**config.mk**
```make
export PLATFORM = sky130hd
export DESIGN_NAME = lpc_read_target
export DESIGN_NICKNAME = d
export VERILOG_FILES = /design/src/rtl/lpcrt_pkg.sv /design/src/rtl/lpcrt_fetch.sv /design/src/rtl/lpcrt_ctrl.sv /design/src/rtl/lpc_read_target.sv
export SDC_FILE = /design/constraint.sdc
export NUM_CORES = 1
export LEC_CHECK = 0
export ABC_AREA = 1
export BUFFER_PORTS_ARGS = -buffer_cell sky130_fd_sc_hd__buf_2
export CORE_UTILIZATION = 33
export DETAILED_ROUTE_END_ITERATION = 8
export GPL_TIMING_DRIVEN = 1
export REMOVE_ABC_BUFFERS = 1
export SETUP_SLACK_MARGIN = 0.1
export SLEW_MARGIN = 0
export SYNTH_ARGS = -nofsm -noshare
export SYNTH_HDL_FRONTEND = slang
export SYNTH_SLANG_ARGS = --single-unit
```
**constraint.sdc**
```tcl
create_clock -name clk -period 1.85 [get_ports clk]
set_input_delay 0.185 -clock clk [delete_from_list [all_inputs] [get_ports clk]]
set_output_delay 0.185 -clock clk [all_outputs]
set_load 0.1 [all_outputs]
```
**src/rtl/lpcrt_pkg.sv**
```systemverilog
package lpcrt_pkg;

  typedef enum logic [3:0] {
    ST_IDLE,
    ST_IDSEL,
    ST_CTYPE,
    ST_ADDR,
    ST_MSIZE,
    ST_TAR1,
    ST_TAR2,
    ST_SYNC,
    ST_DATA,
    ST_TEND
  } rd_state_e;

  typedef enum logic {
    KIND_HUB,
    KIND_LPC
  } cyc_kind_e;

  localparam logic [3:0] NIB_START_HUB = 4'hD;
  localparam logic [3:0] NIB_START_LPC = 4'h0;
  localparam logic [3:0] NIB_WSYNC     = 4'h5;
  localparam logic [3:0] NIB_RSYNC     = 4'h0;
  localparam logic [3:0] NIB_TAR       = 4'hF;
  localparam logic [2:0] CT_MEMRD_HI   = 3'b010;
  localparam logic [3:0] HUB_ADDR_LAST = 4'd6;
  localparam logic [3:0] LPC_ADDR_LAST = 4'd7;

endpackage

```
**src/rtl/lpcrt_fetch.sv**
```systemverilog
module lpcrt_fetch #(
  parameter int ADDR_W   = 20,
  parameter int MAX_LOG2 = 2,
  localparam int IDXW    = (MAX_LOG2 > 0) ? MAX_LOG2 : 1,
  localparam int DEPTH   = 1 << IDXW,
  localparam int CW      = IDXW + 1
) (
  input  logic              clk,
  input  logic              rst,
  input  logic              start_i,
  input  logic [ADDR_W-1:0] base_i,
  input  logic [3:0]        size_log2_i,
  input  logic              cancel_i,
  output logic              mem_req_o,
  output logic [ADDR_W-1:0] mem_addr_o,
  input  logic              mem_ready_i,
  input  logic [7:0]        mem_rdata_i,
  output logic              done_o,
  input  logic [IDXW-1:0]   rd_idx_i,
  output logic [7:0]        rd_byte_o
);

  logic [CW-1:0] widx;
  logic [CW-1:0] nbytes_q;
  logic [CW-1:0] nbytes_d;
  logic          take;
  logic [7:0]    byte_buf [DEPTH];

  assign nbytes_d = CW'(1) << size_log2_i;
  assign take     = mem_req_o && mem_ready_i && !cancel_i;

  always_ff @(posedge clk) begin
    if (rst) begin
      mem_req_o  <= 1'b0;
      mem_addr_o <= '0;
      widx       <= '0;
      nbytes_q   <= '0;
      done_o     <= 1'b0;
    end else if (cancel_i) begin
      mem_req_o <= 1'b0;
      done_o    <= 1'b0;
    end else if (start_i) begin
      mem_req_o  <= 1'b1;
      mem_addr_o <= base_i;
      widx       <= '0;
      nbytes_q   <= nbytes_d;
      done_o     <= 1'b0;
    end else if (take) begin
      widx       <= widx + 1'b1;
      mem_addr_o <= mem_addr_o + 1'b1;
      if (widx == nbytes_q - 1'b1) begin
        mem_req_o <= 1'b0;
        done_o    <= 1'b1;
      end
    end
  end

  // Byte buffer: single write port, no reset, so it maps to distributed RAM.
  always_ff @(posedge clk) begin
    if (take) byte_buf[widx[IDXW-1:0]] <= mem_rdata_i;
  end

  assign rd_byte_o = byte_buf[rd_idx_i];


  req_hold_chk: assert property (@(posedge clk) disable iff (rst)
    (mem_req_o && !mem_ready_i && !cancel_i) |=> (mem_req_o && $stable(mem_addr_o)));


  done_after_ready_chk: assert property (@(posedge clk) disable iff (rst)
    $rose(done_o) |-> $past(mem_ready_i));

endmodule

```
**src/rtl/lpcrt_ctrl.sv**
```systemverilog
module lpcrt_ctrl
  import lpcrt_pkg::*;
#(
  parameter int ADDR_W   = 20,
  parameter int MAX_LOG2 = 2,
  localparam int IDXW    = (MAX_LOG2 > 0) ? MAX_LOG2 : 1,
  localparam int NW      = IDXW + 2
) (
  input  logic              clk,
  input  logic              rst,
  input  logic              frame_n_i,
  input  logic [3:0]        lad_i,
  input  logic [3:0]        id_strap_i,
  output logic [3:0]        lad_o,
  output logic              lad_oe_o,
  output logic              fetch_start_o,
  output logic [ADDR_W-1:0] fetch_base_o,
  output logic [3:0]        fetch_size_o,
  output logic              fetch_cancel_o,
  input  logic              fetch_done_i,
  output logic [IDXW-1:0]   rd_idx_o,
  input  logic [7:0]        rd_byte_i
);

  localparam logic [3:0] MAX_SZ = 4'(MAX_LOG2);

  rd_state_e         state;
  cyc_kind_e         kind;
  logic [3:0]        hdr_cnt;
  logic [ADDR_W-1:0] addr_sh;
  logic [ADDR_W-1:0] addr_next;
  logic [3:0]        size_q;
  logic [1:0]        wcnt;
  logic [NW-1:0]     nidx;
  logic [NW-1:0]     nnib;
  logic [3:0]        addr_last;
  logic              lpc_hdr_end;
  logic              hub_size_ok;

  assign addr_next   = {addr_sh[ADDR_W-5:0], lad_i};
  assign addr_last   = (kind == KIND_HUB) ? HUB_ADDR_LAST : LPC_ADDR_LAST;
  assign nnib        = NW'(2) << size_q;
  assign lpc_hdr_end = (state == ST_ADDR) && (kind == KIND_LPC) && (hdr_cnt == addr_last);
  assign hub_size_ok = (lad_i <= MAX_SZ);

  assign fetch_cancel_o = !frame_n_i;
  assign fetch_start_o  = frame_n_i &&
                          (lpc_hdr_end || ((state == ST_MSIZE) && hub_size_ok));
  assign fetch_base_o   = (state == ST_MSIZE) ? addr_sh : addr_next;
  assign fetch_size_o   = (state == ST_MSIZE) ? lad_i : 4'd0;
  assign rd_idx_o       = nidx[IDXW:1];

  always_ff @(posedge clk) begin
    if (rst) begin
      state    <= ST_IDLE;
      kind     <= KIND_HUB;
      hdr_cnt  <= '0;
      addr_sh  <= '0;
      size_q   <= '0;
      wcnt     <= '0;
      nidx     <= '0;
      lad_o    <= NIB_TAR;
      lad_oe_o <= 1'b0;
    end else if (!frame_n_i) begin
      lad_oe_o <= 1'b0;
      lad_o    <= NIB_TAR;
      addr_sh  <= '0;
      hdr_cnt  <= '0;
      if (lad_i == NIB_START_HUB) begin
        state <= ST_IDSEL;
        kind  <= KIND_HUB;
      end else if (lad_i == NIB_START_LPC) begin
        state <= ST_CTYPE;
        kind  <= KIND_LPC;
      end else begin
        state <= ST_IDLE;
      end
    end else begin
      unique case (state)
        ST_IDLE: state <= ST_IDLE;
        ST_IDSEL: state <= (lad_i == id_strap_i) ? ST_ADDR : ST_IDLE;
        ST_CTYPE: state <= (lad_i[3:1] == CT_MEMRD_HI) ? ST_ADDR : ST_IDLE;
        ST_ADDR: begin
          addr_sh <= addr_next;
          hdr_cnt <= hdr_cnt + 1'b1;
          if (hdr_cnt == addr_last) begin
            if (kind == KIND_HUB) begin
              state <= ST_MSIZE;
            end else begin
              state  <= ST_TAR1;
              size_q <= '0;
            end
          end
        end
        ST_MSIZE: begin
          if (hub_size_ok) begin
            size_q <= lad_i;
            state  <= ST_TAR1;
          end else begin
            state <= ST_IDLE;
          end
        end
        ST_TAR1: state <= ST_TAR2;
        ST_TAR2: begin
          state    <= ST_SYNC;
          lad_oe_o <= 1'b1;
          lad_o    <= NIB_WSYNC;
          wcnt     <= 2'd1;
        end
        ST_SYNC: begin
          if (wcnt == 2'd2 && fetch_done_i) begin
            lad_o <= NIB_RSYNC;
            state <= ST_DATA;
            nidx  <= '0;
          end else begin
            lad_o <= NIB_WSYNC;
            if (wcnt != 2'd2) wcnt <= wcnt + 1'b1;
          end
        end
        ST_DATA: begin
          if (nidx == nnib) begin
            lad_o <= NIB_TAR;
            state <= ST_TEND;
          end else begin
            lad_o <= nidx[0] ? rd_byte_i[7:4] : rd_byte_i[3:0];
            nidx  <= nidx + 1'b1;
          end
        end
        ST_TEND: begin
          lad_oe_o <= 1'b0;
          state    <= ST_IDLE;
        end
        default: state <= ST_IDLE;
      endcase
    end
  end


  first_drive_wsync_chk: assert property (@(posedge clk) disable iff (rst)
    $rose(lad_oe_o) |-> (lad_o == NIB_WSYNC));


  rsync_after_two_wait_chk: assert property (@(posedge clk) disable iff (rst)
    (state == ST_DATA && nidx == '0) |->
      (lad_o == NIB_RSYNC && $past(lad_o) == NIB_WSYNC &&
       $past(lad_o, 2) == NIB_WSYNC && $past(lad_oe_o, 2)));


  data_after_fetch_chk: assert property (@(posedge clk) disable iff (rst)
    (state == ST_DATA) |-> fetch_done_i);


  close_tar_chk: assert property (@(posedge clk) disable iff (rst)
    ($fell(lad_oe_o) && $past(frame_n_i)) |-> ($past(lad_o) == NIB_TAR));


  abort_float_chk: assert property (@(posedge clk) disable iff (rst)
    !frame_n_i |=> !lad_oe_o);

endmodule

```
**src/rtl/lpc_read_target.sv**
```systemverilog
module lpc_read_target #(
  parameter int ADDR_W        = 20,
  parameter int MAX_SIZE_LOG2 = 2,
  localparam int IDXW         = (MAX_SIZE_LOG2 > 0) ? MAX_SIZE_LOG2 : 1
) (
  input  logic              clk,
  input  logic              rst,
  input  logic              bus_frame_n,
  input  logic [3:0]        bus_lad_i,
  output logic [3:0]        bus_lad_o,
  output logic              bus_lad_oe,
  input  logic [3:0]        id_strap,
  output logic              mem_req,
  output logic [ADDR_W-1:0] mem_addr,
  input  logic              mem_ready,
  input  logic [7:0]        mem_rdata
);

  logic              f_start;
  logic [ADDR_W-1:0] f_base;
  logic [3:0]        f_size;
  logic              f_cancel;
  logic              f_done;
  logic [IDXW-1:0]   f_idx;
  logic [7:0]        f_byte;

  lpcrt_ctrl #(
    .ADDR_W   (ADDR_W),
    .MAX_LOG2 (MAX_SIZE_LOG2)
  ) u_ctrl (
    .clk            (clk),
    .rst            (rst),
    .frame_n_i      (bus_frame_n),
    .lad_i          (bus_lad_i),
    .id_strap_i     (id_strap),
    .lad_o          (bus_lad_o),
    .lad_oe_o       (bus_lad_oe),
    .fetch_start_o  (f_start),
    .fetch_base_o   (f_base),
    .fetch_size_o   (f_size),
    .fetch_cancel_o (f_cancel),
    .fetch_done_i   (f_done),
    .rd_idx_o       (f_idx),
    .rd_byte_i      (f_byte)
  );

  lpcrt_fetch #(
    .ADDR_W   (ADDR_W),
    .MAX_LOG2 (MAX_SIZE_LOG2)
  ) u_fetch (
    .clk         (clk),
    .rst         (rst),
    .start_i     (f_start),
    .base_i      (f_base),
    .size_log2_i (f_size),
    .cancel_i    (f_cancel),
    .mem_req_o   (mem_req),
    .mem_addr_o  (mem_addr),
    .mem_ready_i (mem_ready),
    .mem_rdata_i (mem_rdata),
    .done_o      (f_done),
    .rd_idx_i    (f_idx),
    .rd_byte_o   (f_byte)
  );

endmodule

```
==> summary.md, run 1 <==
| Metric | Value |
|---|---|
| Antenna Nets Post-Route | `0` |
| Core area | `about 0.016 sq mm` |
| Dpl ws | `around 0.12 ns` |
| First-pass GRT wire length | `22.19 mm` |
| CTS Buffer Depth | `2` |
| Critical path launch point type | `flip-flop` |
| CTS tree | `yes` |
| Total number of vias | `4762` |
| Post-Syn Area | `about 0.0054 sq mm` |
| Clock buffer count from CTS | `9` |
| Worst VDD drop | `465.8 uV` |
| Clk_skew | `slightly above 0.008 ns` |
| Period utilization | `between 80% and 90%` |
| Initial Util | `between 30% and 40%` |
| Finished Layout Cells | `approximately 1000` |
| # IOs | `46` |
| Number of core rows | `46` |
| Post-Synthesis Cells | `approximately 710` |
| Initial antenna violation count | `0` |
| Yosys top cell area share | `27.54%` |
| Post-CTS Hold Fix Bufs | `0` |
| Area Overhead vs Synth | `20.52%` |
| P_leak | `about 2.6 nW` |
| Max-Cap Viols | `0` |
| RSZ-0062 raised after global routing | `yes` |
| DRC | `0` |
| Setup crit end kind | `flip-flop` |
| Die width | `approximately 130 um` |
| Clock transition at path regs | `about 0.080 ns` |
| ANT cells | `0` |
| CP Max Fanout | `8` |
| Placed cell count | `between 900 and 1000` |
| Register bit count reported by yosys | `between 100 and 150` |
| Vias per inst | `~4.7` |
| Vias in the first global route | `around 4300` |
| Worst-Margin Slew | `~0.51 ns` |
| Routed length per instance | `roughly 14 um` |
| Top delay family on crit path | `simple AND/OR/NAND/NOR gates` |
| Post-route design area | `0.006482 sq mm` |
| Worst EP arrival | `around 1.9 ns` |
| Avg Cell Area, Syn | `7.565 sq um` |
| GPL Wtd Cong | `roughly 0.88` |
| # port buffers | `45` |
| Ys flop type | `dfxtp_1` |
| Die height | `roughly 130 um` |
| Total global routing overflow | `0` |
| Power Dens Cells | `689.7 mW/mm^2` |
| Layout cells sized above 1 | `17.28%` |
| FFs w/ async S/R, synth | `0%` |
| Placed cell area | `approximately 0.0060 sq mm` |
| Largest net degree at the start of global routing | `34` |
| DP HPWL | `9.738 mm` |
| CP max stage cell | `dfxtp_2` |
| WP buf/inv | `5` |
| CP cell instances | `buf_4, nor2_4, nand2_4, inv_4, nand2_2, inv_2, nand2_2, nand2_4, nand2_8, buf_8, buf_4, a21oi_2, nor2_1` |
| Largest cells by area after synthesis | `dfxtp_1 28%, edfxtp_1 18%, nand2_1 9.4%` |
| Largest stage delay, worst path | `approximately 0.33 ns` |
| Total negative slack | `0 ns` |
| DRT Pass-1 Iters | `6` |
| Yosys cell types | `41` |
| Die ar. | `between 0.015 and 0.02 sq mm` |
| Global Route Usage Sum | `between 10% and 20%` |
| Final Hold Fails | `0` |
| Detailed Route WL | `approximately 14 mm` |
| Pins over their slew limit | `0` |
| Nets@finish | `about 810` |
| Initial DRC count | `between 200 and 300` |
| Final worst slack | `between 0.2 and 0.25 ns` |
| Area leader, netlist | `dfxtp_1` |
| Slew HR | `about two thirds` |
| Min-delay worst type | `input port to flip-flop` |
| Clk_lat worst skew | `between 0.3 and 0.4 ns` |
| Clock Sinks | `106` |
| Root buffer cell | `clkbuf_16` |
| Final Critical Period | `roughly 1.6 ns` |
| WP data required | `2.11 ns` |
| Critical path class | `flip-flop to flip-flop` |
| Sequential area share after synthesis | `between 40% and 50%` |
| YS warnings | `0` |
| Status | `finished clean` |
| Fmax | `about 0.6 GHz` |
| H-tree level count | `3` |
| Final setup vio count | `0` |
| Number of synthesized flops with an enable pin | `32` |
-- layout make-up --
| class | count | area, sq um |
|---|---|---|
| tap | 216 | 270.3 |
| timing repair buffer | 89 | 618.1 |
| multi-input combinational | 502 | 2555 |
| clock inverter | 7 | 77.57 |
| clock buffer | 9 | 225.2 |
| fill | 1635 | 9403 |
| inverter | 74 | 287.8 |
| sequential | 106 | 2449 |
-- layer usage --
layer	track usage, %	vias up	share of wire (%)
li1	-	2511	-
met1	23.57	2160	49
met2	26.61	79	46
met3	3.303	12	3.6
met4	5.335	0	1.3
met5	0	-	0
-- cell families (layout without fill, tap and decap cells) --
family                   after synthesis  count (layout)  synth area share (%)
AO/OA/AOI/OAI                        151             151                 15.05
XOR/XNOR                              21              21                 3.419
adder cells (fa/ha/maj)                9               9                 2.094
buffers and inverters                104             179                 8.211
flip-flops                           106             106                 45.41
multiplexers                           1               1                0.1861
AND/OR/NAND/NOR                      319             320                 25.63
-- power by group --
group	total [mW]	switching, mW	internal (mW)
clock	1.94	0.981	0.962
combinational	0.139	0.0918	0.0476
sequential	2.39	0.00119	2.39
total	4.47	1.07	3.40
-- timing repair --
action	4_1_cts	5_1_grt
setup endpoints to repair	0	33
setup buffers	0	11
resized for setup	0	20
-- registers in the layout, indices dropped and copies added, names as in the netlist, named ones only --
| register | count |
|---|---|
| u_ctrl.lad_oe_o | 1 |
| u_ctrl.nidx | 4 |
| u_ctrl.hdr_cnt | 4 |
| u_ctrl.size_q | 4 |
| u_fetch.mem_req_o | 1 |
| u_ctrl.wcnt | 2 |
| u_fetch.nbytes_q | 3 |
| u_ctrl.state | 4 |
| u_ctrl.addr_sh | 20 |
| u_ctrl.lad_o | 4 |
| u_ctrl.kind | 1 |
| u_fetch.byte_buf | 32 |
| u_fetch.done_o | 1 |
| u_fetch.mem_addr_o | 20 |
| u_fetch.widx | 3 |
-- cells in the mapped netlist, types with 2 or more instances --
cell and count:
nand2_1 135, nor2_1 94, o21ai_0 77, dfxtp_1 74, inv_1 69, a21oi_1 49
nand3_1 48, edfxtp_1 32, clkbuf_1 19, nand4_1 14, nor3_1 14, xor2_1 11
xnor2_1 10, ha_1 9, o211ai_1 6, o21ai_1 6, buf_6 5, buf_2 4
o221ai_1 4, nand2_4 3, a211oi_1 2, a31oi_1 2, clkinv_2 2, nand2_2 2
nor2_2 2, nor4_1 2, or2_2 2
-- cells in the final DEF (no fill, tap or decap), types with 3 or more instances in the layout --
cell       instances
o221ai_1           4
nand4_1           14
nor2_1            92
nand2_1          134
xor2_1            11
buf_12             3
nor2_4             3
o21ai_0           77
ha_1               8
nand3_1           47
nor3_1            12
nand2_4            3
a21oi_1           49
nand2_2            3
clkbuf_16         10
edfxtp_1          32
dfxtp_2            5
dfxtp_1           69
buf_4             39
o21ai_1            6
o211ai_1           6
inv_1             68
xnor2_1           10
inv_6              3
buf_2             45
-- path summary, 6_finish.rpt --
path | slack, ns | from | to | cells past startpoint
max | 0.22 | u_ctrl.state[2] | u_fetch.mem_addr_o[17] | 13
min | 0.04 | mem_rdata[4] | u_fetch.byte_buf[2][4] | 1
max reg2reg | 0.22 | u_ctrl.state[2] | u_fetch.mem_addr_o[17] | 13
min reg2reg | 0.45 | u_ctrl.addr_sh[17] | u_ctrl.addr_sh[17] | 2
-- stage by stage --
stage                     util [%]  hold WS (ns)  power, mW
after floorplan                  -        0.2541      2.490
after global placement       37.65        0.4027      2.580
after detailed placement     37.65        0.4049      2.581
after CTS                    39.56       0.02812      4.510
after global routing         40.81       0.02789      4.628
final                        40.81       0.03586      4.471
Power figures use the tool's default switching activity.
==> run 2: changes to the inputs <==
PLACE_DENSITY = 0.53   (was unset)
==> summary.md, run 2 (same netlist as run 1, synthesis figures left out) <==
| Metric | Value |
|---|---|
| Status | `finished clean` |
| Clk_lat worst skew | `0.36 ns` |
| Vias in the first global route | `around 4700` |
| P_leak | `2.597 nW` |
| Final Critical Period | `~1.6 ns` |
| Largest net degree at the start of global routing | `34` |
| CP cell instances | `inv_1, nand2_1, nand2_2, nor3_4, nand2_2, nand2_4, nand2_8, buf_6, nand2_1, o21ai_1, nor2_1, nor2_1` |
| Top delay family on crit path | `simple AND/OR/NAND/NOR gates` |
| Min-delay worst type | `input port to flip-flop` |
| Critical path launch point type | `flip-flop` |
| DRT Pass-1 Iters | `5` |
| Setup crit end kind | `flip-flop` |
| RSZ-0062 raised after global routing | `yes` |
| Commonest non-fill, non-tap cell in the layout | `nand2_1` |
| Nets@finish | `between 800 and 900` |
| WP data required | `between 2 and 2.5 ns` |
| DP HPWL | `10.36 mm` |
| Layout cells sized above 1 | `18.07%` |
| Die width | `approximately 130 um` |
| CTS tree | `yes` |
| Dpl ws | `between 0.03 and 0.04 ns` |
| # IOs | `between 40 and 50` |
| H-tree level count | `3` |
| Max-Cap Viols | `0` |
| Fmax | `0.6072 GHz` |
| Worst path depth | `12` |
| Power Dens Cells | `about 690 mW/mm^2` |
| Fillers | `between 1500 and 2000` |
| ANT cells | `0` |
| Largest register FFs | `32` |
| Worst VDD drop | `roughly 440 uV` |
| Hold Path Stages | `1` |
| Initial Util | `33.86%` |
| Die height | `between 100 and 150 um` |
| WP buf/inv | `2` |
| Final Hold Fails | `0` |
| Final setup vio count | `0` |
| Detailed Route WL | `14.58 mm` |
| Total global routing overflow | `0` |
| Initial DRC count | `approximately 330` |
| Number of core rows | `46` |
| Total number of vias | `just under 5000` |
| DRC | `0` |
| GPL Wtd Cong | `about 0.90` |
| Die ar. | `~0.017 sq mm` |
| Routed length per instance | `between 10 and 15 um` |
| Most frequent cells in the layout | `133 x nand2_1, 89 x nor2_1, 74 x o21ai_0` |
| Post-route design area | `between 0.006 and 0.007 sq mm` |
| CP Max Fanout | `5` |
| CP max stage cell | `dfxtp_2` |
| Clk_skew | `0.007999 ns` |
| Overall power | `between 4 and 5 mW` |
| Worst-Margin Slew | `just over 0.5 ns` |
| Largest stage delay, worst path | `0.34 ns` |
| Core area | `between 0.015 and 0.02 sq mm` |
| Pins over their slew limit | `0` |
| Placed cell area | `roughly 0.0060 sq mm` |
| Vias per inst | `4.953` |
| # port buffers | `45` |
| Clock Sinks | `106` |
| Critical path class | `flip-flop to flip-flop` |
| Clock transition at path regs | `around 0.08 ns` |
| Root buffer cell | `clkbuf_16` |
| First-pass GRT wire length | `23.03 mm` |
| CTS Buffer Depth | `2` |
| Antenna Nets Post-Route | `0` |
| Slew HR | `65.83%` |
| Area Overhead vs Synth | `20.47%` |
| Cell depth of the worst flop-to-flop path | `12` |
| Post-CTS Hold Fix Bufs | `0` |
| Clock buffer count from CTS | `9` |
| Worst EP arrival | `about 1.9 ns` |
| Period utilization | `between 80% and 90%` |
| WHS | `approximately 0.035 ns` |
| Global Route Usage Sum | `17.76%` |
| Final worst slack | `around 0.2 ns` |
| Initial antenna violation count | `0` |
run 2: changes by cell type in the layout (fill, tap and decap cells not counted), sizes merged:
cell	before	now
buf	88	86
clkbuf	10	9
clkinv	4	6
inv	75	73
nand2	142	144
run 2: report_power, final:
part	internal, mW	switching [mW]	total [mW]
Clock	0.957	0.977	1.93
Sequential	2.39	0.00126	2.39
Combinational	0.0482	0.0920	0.140
Total	3.39	1.07	4.46
run 2: worst paths after layout:
| check | from | endpoint | slack (ns) |
|---|---|---|---|
| worst max register to register | u_ctrl.hdr_cnt[0] | u_fetch.mem_addr_o[6] | 0.20 |
| worst max-delay path | u_ctrl.hdr_cnt[0] | u_fetch.mem_addr_o[6] | 0.20 |
| worst min register to register | u_ctrl.addr_sh[18] | u_ctrl.addr_sh[18] | 0.45 |
| worst min-delay path | mem_rdata[0] | u_fetch.byte_buf[2][0] | 0.03 |
run 2: per-stage QoR:
stage                     setup TNS, ns  utilization, %  instances
final                                 0           40.79       1002
after global routing                  0           40.79       1002
after CTS                             0           39.56        988
after detailed placement              0           37.51        971
after global placement                0           37.51        971
after floorplan                  -22.53               -        681
run 2: routing by layer:
layer / vias to the layer above / track usage, % / share of wire (%)
met5: - / 0 / 0
met4: 0 / 6.019 / 1.9
met3: 21 / 3.055 / 3.7
met2: 97 / 31.49 / 49
met1: 2336 / 21.64 / 45
li1: 2509 / - / -
run 2: repair_timing:
action / 4_1_cts / 5_1_grt
cloned: 0 / 3
pin swaps: 1 / 7
gates resized for setup: 3 / 29
buffers inserted: 1 / 11
endpoints found under the setup margin: 17 / 34
run 2: layout make-up:
cell class,instances,area [sq um],share of cell area [%]
multi-input cells,504,2596,40.07
flip-flops and latches,106,2450,37.81
repair buffers,86,573.1,8.843
inverters,74,287.8,4.441
well taps,216,270.3,4.171
clock buffers,9,225.2,3.476
clock inverters,7,77.57,1.197
==> run 3: changes to the inputs <==
clock period = 2.1 ns   (was 1.85 ns; I/O delays follow)
==> summary.md, run 3 (same netlist as run 1, synthesis figures left out) <==
| Metric | Value |
|---|---|
| Final worst slack | `roughly 0.23 ns` |
| Total global routing overflow | `0` |
| Int Pwr | `~3 mW` |
| First-pass GRT wire length | `22.55 mm` |
| P_leak | `approximately 2.4 nW` |
| Slew HR | `between 50% and 60%` |
| Final Hold Fails | `0` |
| CP Max Fanout | `4` |
| Final setup vio count | `0` |
| Finished Core Util | `38.92%` |
| Most frequent cells in the layout | `135 x nand2_1, 92 x nor2_1, 77 x o21ai_0` |
| Register share of total power | `a little over half` |
| Routed length per instance | `14.20 um` |
| Die width | `129.7 um` |
| Vias per inst | `approximately 4.9` |
| Post-CTS Setup Inserts | `0` |
| Power Dens Cells | `approximately 640 mW/mm^2` |
| Root buffer cell | `clkbuf_16` |
| DRC | `0` |
| Detailed Route WL | `13.85 mm` |
| Clock Sinks | `106` |
| Clock buffer count from CTS | `9` |
| GPL Wtd Cong | `0.8632` |
| Total number of vias | `4791` |
| Antenna Nets Post-Route | `0` |
| CTS tree | `yes` |
| Worst EP arrival | `roughly 2.1 ns` |
| Area Overhead vs Synth | `14.93%` |
| # IOs | `46` |
| Clock power frac | `44.3%` |
| Die ar. | `around 0.017 sq mm` |
| Pins over their slew limit | `0` |
| Worst-Margin Slew | `0.6547 ns` |
| Core area | `between 0.015 and 0.02 sq mm` |
| Total negative slack | `0 ns` |
| Layout cells sized above 1 | `about an eighth` |
| Largest register FFs | `32` |
| Min-delay worst type | `input port to flip-flop` |
| CTS Buffer Depth | `2` |
| Overall power | `around 4.0 mW` |
| Largest net degree at the start of global routing | `34` |
| Vias in the first global route | `4575` |
| Critical path class | `flip-flop to flip-flop` |
| Period utilization | `89.09%` |
| Setup crit end kind | `flip-flop` |
| WP data required | `2.35 ns` |
| Die height | `about 130 um` |
| Dpl ws | `roughly 0.061 ns` |
| Clk_lat worst skew | `approximately 0.35 ns` |
| H-tree level count | `3` |
| Clk_skew | `0.007269 ns` |
| Worst VDD drop | `between 400 and 500 uV` |
| Final Critical Period | `around 1.9 ns` |
| Switching Share | `between 20% and 30%` |
| Clock transition at path regs | `about 0.070 ns` |
| Initial DRC count | `approximately 360` |
| Max-Cap Viols | `0` |
| Initial Util | `between 30% and 40%` |
| DRT Pass-1 Iters | `4` |
| Number of core rows | `46` |
| Combinational share of power | `2.8%` |
| Critical path launch point type | `flip-flop` |
| # port buffers | `45` |
| Nets@finish | `approximately 800` |
| Status | `finished clean` |
| Global Route Usage Sum | `17.40%` |
| Post-CTS Hold Fix Bufs | `0` |
| Fmax | `~0.53 GHz` |
| Post-CTS sizing | `1` |
| DP HPWL | `around 10 mm` |
| Commonest non-fill, non-tap cell in the layout | `nand2_1` |
| Initial antenna violation count | `0` |
| Net Switching | `0.8901 mW` |
| ANT cells | `0` |
| RSZ-0062 raised after global routing | `no` |
==> run 3: critical path, cell delays in order (launching register included) <==
cell     delay, ns
dfxtp_1       0.43
ha_1          0.30
nand3_1       0.19
nor3_2        0.29
nand2_1       0.16
nor3_1        0.17
nand4_1       0.11
nand2_1       0.08
nor2_1        0.04
==> run 3: final cells by class <==
type,instances,area (sq um)
timing repair buffer,62,352.8
inverter,74,282.8
clock inverter,7,83.83
clock buffer,9,225.2
tap,216,270.3
sequential,106,2444
fill,1693,9703
multi-input combinational,501,2524
==> run 3: metal layers <==
layer	global-route usage, %	wire length [um]	up-vias
li1	-	-	2448
met1	21.62	6440	2239
met2	30.36	6719	90
met3	3.262	435	14
met4	5.404	251	0
met5	0	0	-
==> run 3: power by group through the flow <==
stage	Combinational (mW)	Sequential (mW)	Clock (mW)
5_1_grt	0.123	2.10	1.90
6_report	0.111	2.10	1.76
3_5_place_dp	0.111	2.15	0
3_3_place_gp	0.110	2.15	0
2_1_floorplan	0.0406	2.15	0
4_1_cts	0.112	2.10	1.82
==> run 3: path summary, 6_finish.rpt <==
| check | startpoint | to | slack [ns] | depth (start not counted) |
|---|---|---|---|---|
| worst max-delay path | u_fetch.mem_addr_o[0] | u_fetch.mem_addr_o[16] | 0.23 | 8 |
| worst min-delay path | mem_rdata[2] | u_fetch.byte_buf[2][2] | 0.07 | 1 |
| worst max register to register | u_fetch.mem_addr_o[0] | u_fetch.mem_addr_o[16] | 0.23 | 8 |
| worst min register to register | u_ctrl.addr_sh[16] | u_ctrl.addr_sh[16] | 0.45 | 2 |
==> run 3: through the flow <==
step / instances / hold slack, ns / cell area, sq um
2_1_floorplan: 681 / 0.2791 / 5220
3_3_place_gp: 959 / 0.4251 / 5843
3_5_place_dp: 959 / 0.4301 / 5843
4_1_cts: 975 / 0.06129 / 6157
5_1_grt: 975 / 0.06007 / 6182
6_report: 975 / 0.07040 / 6182
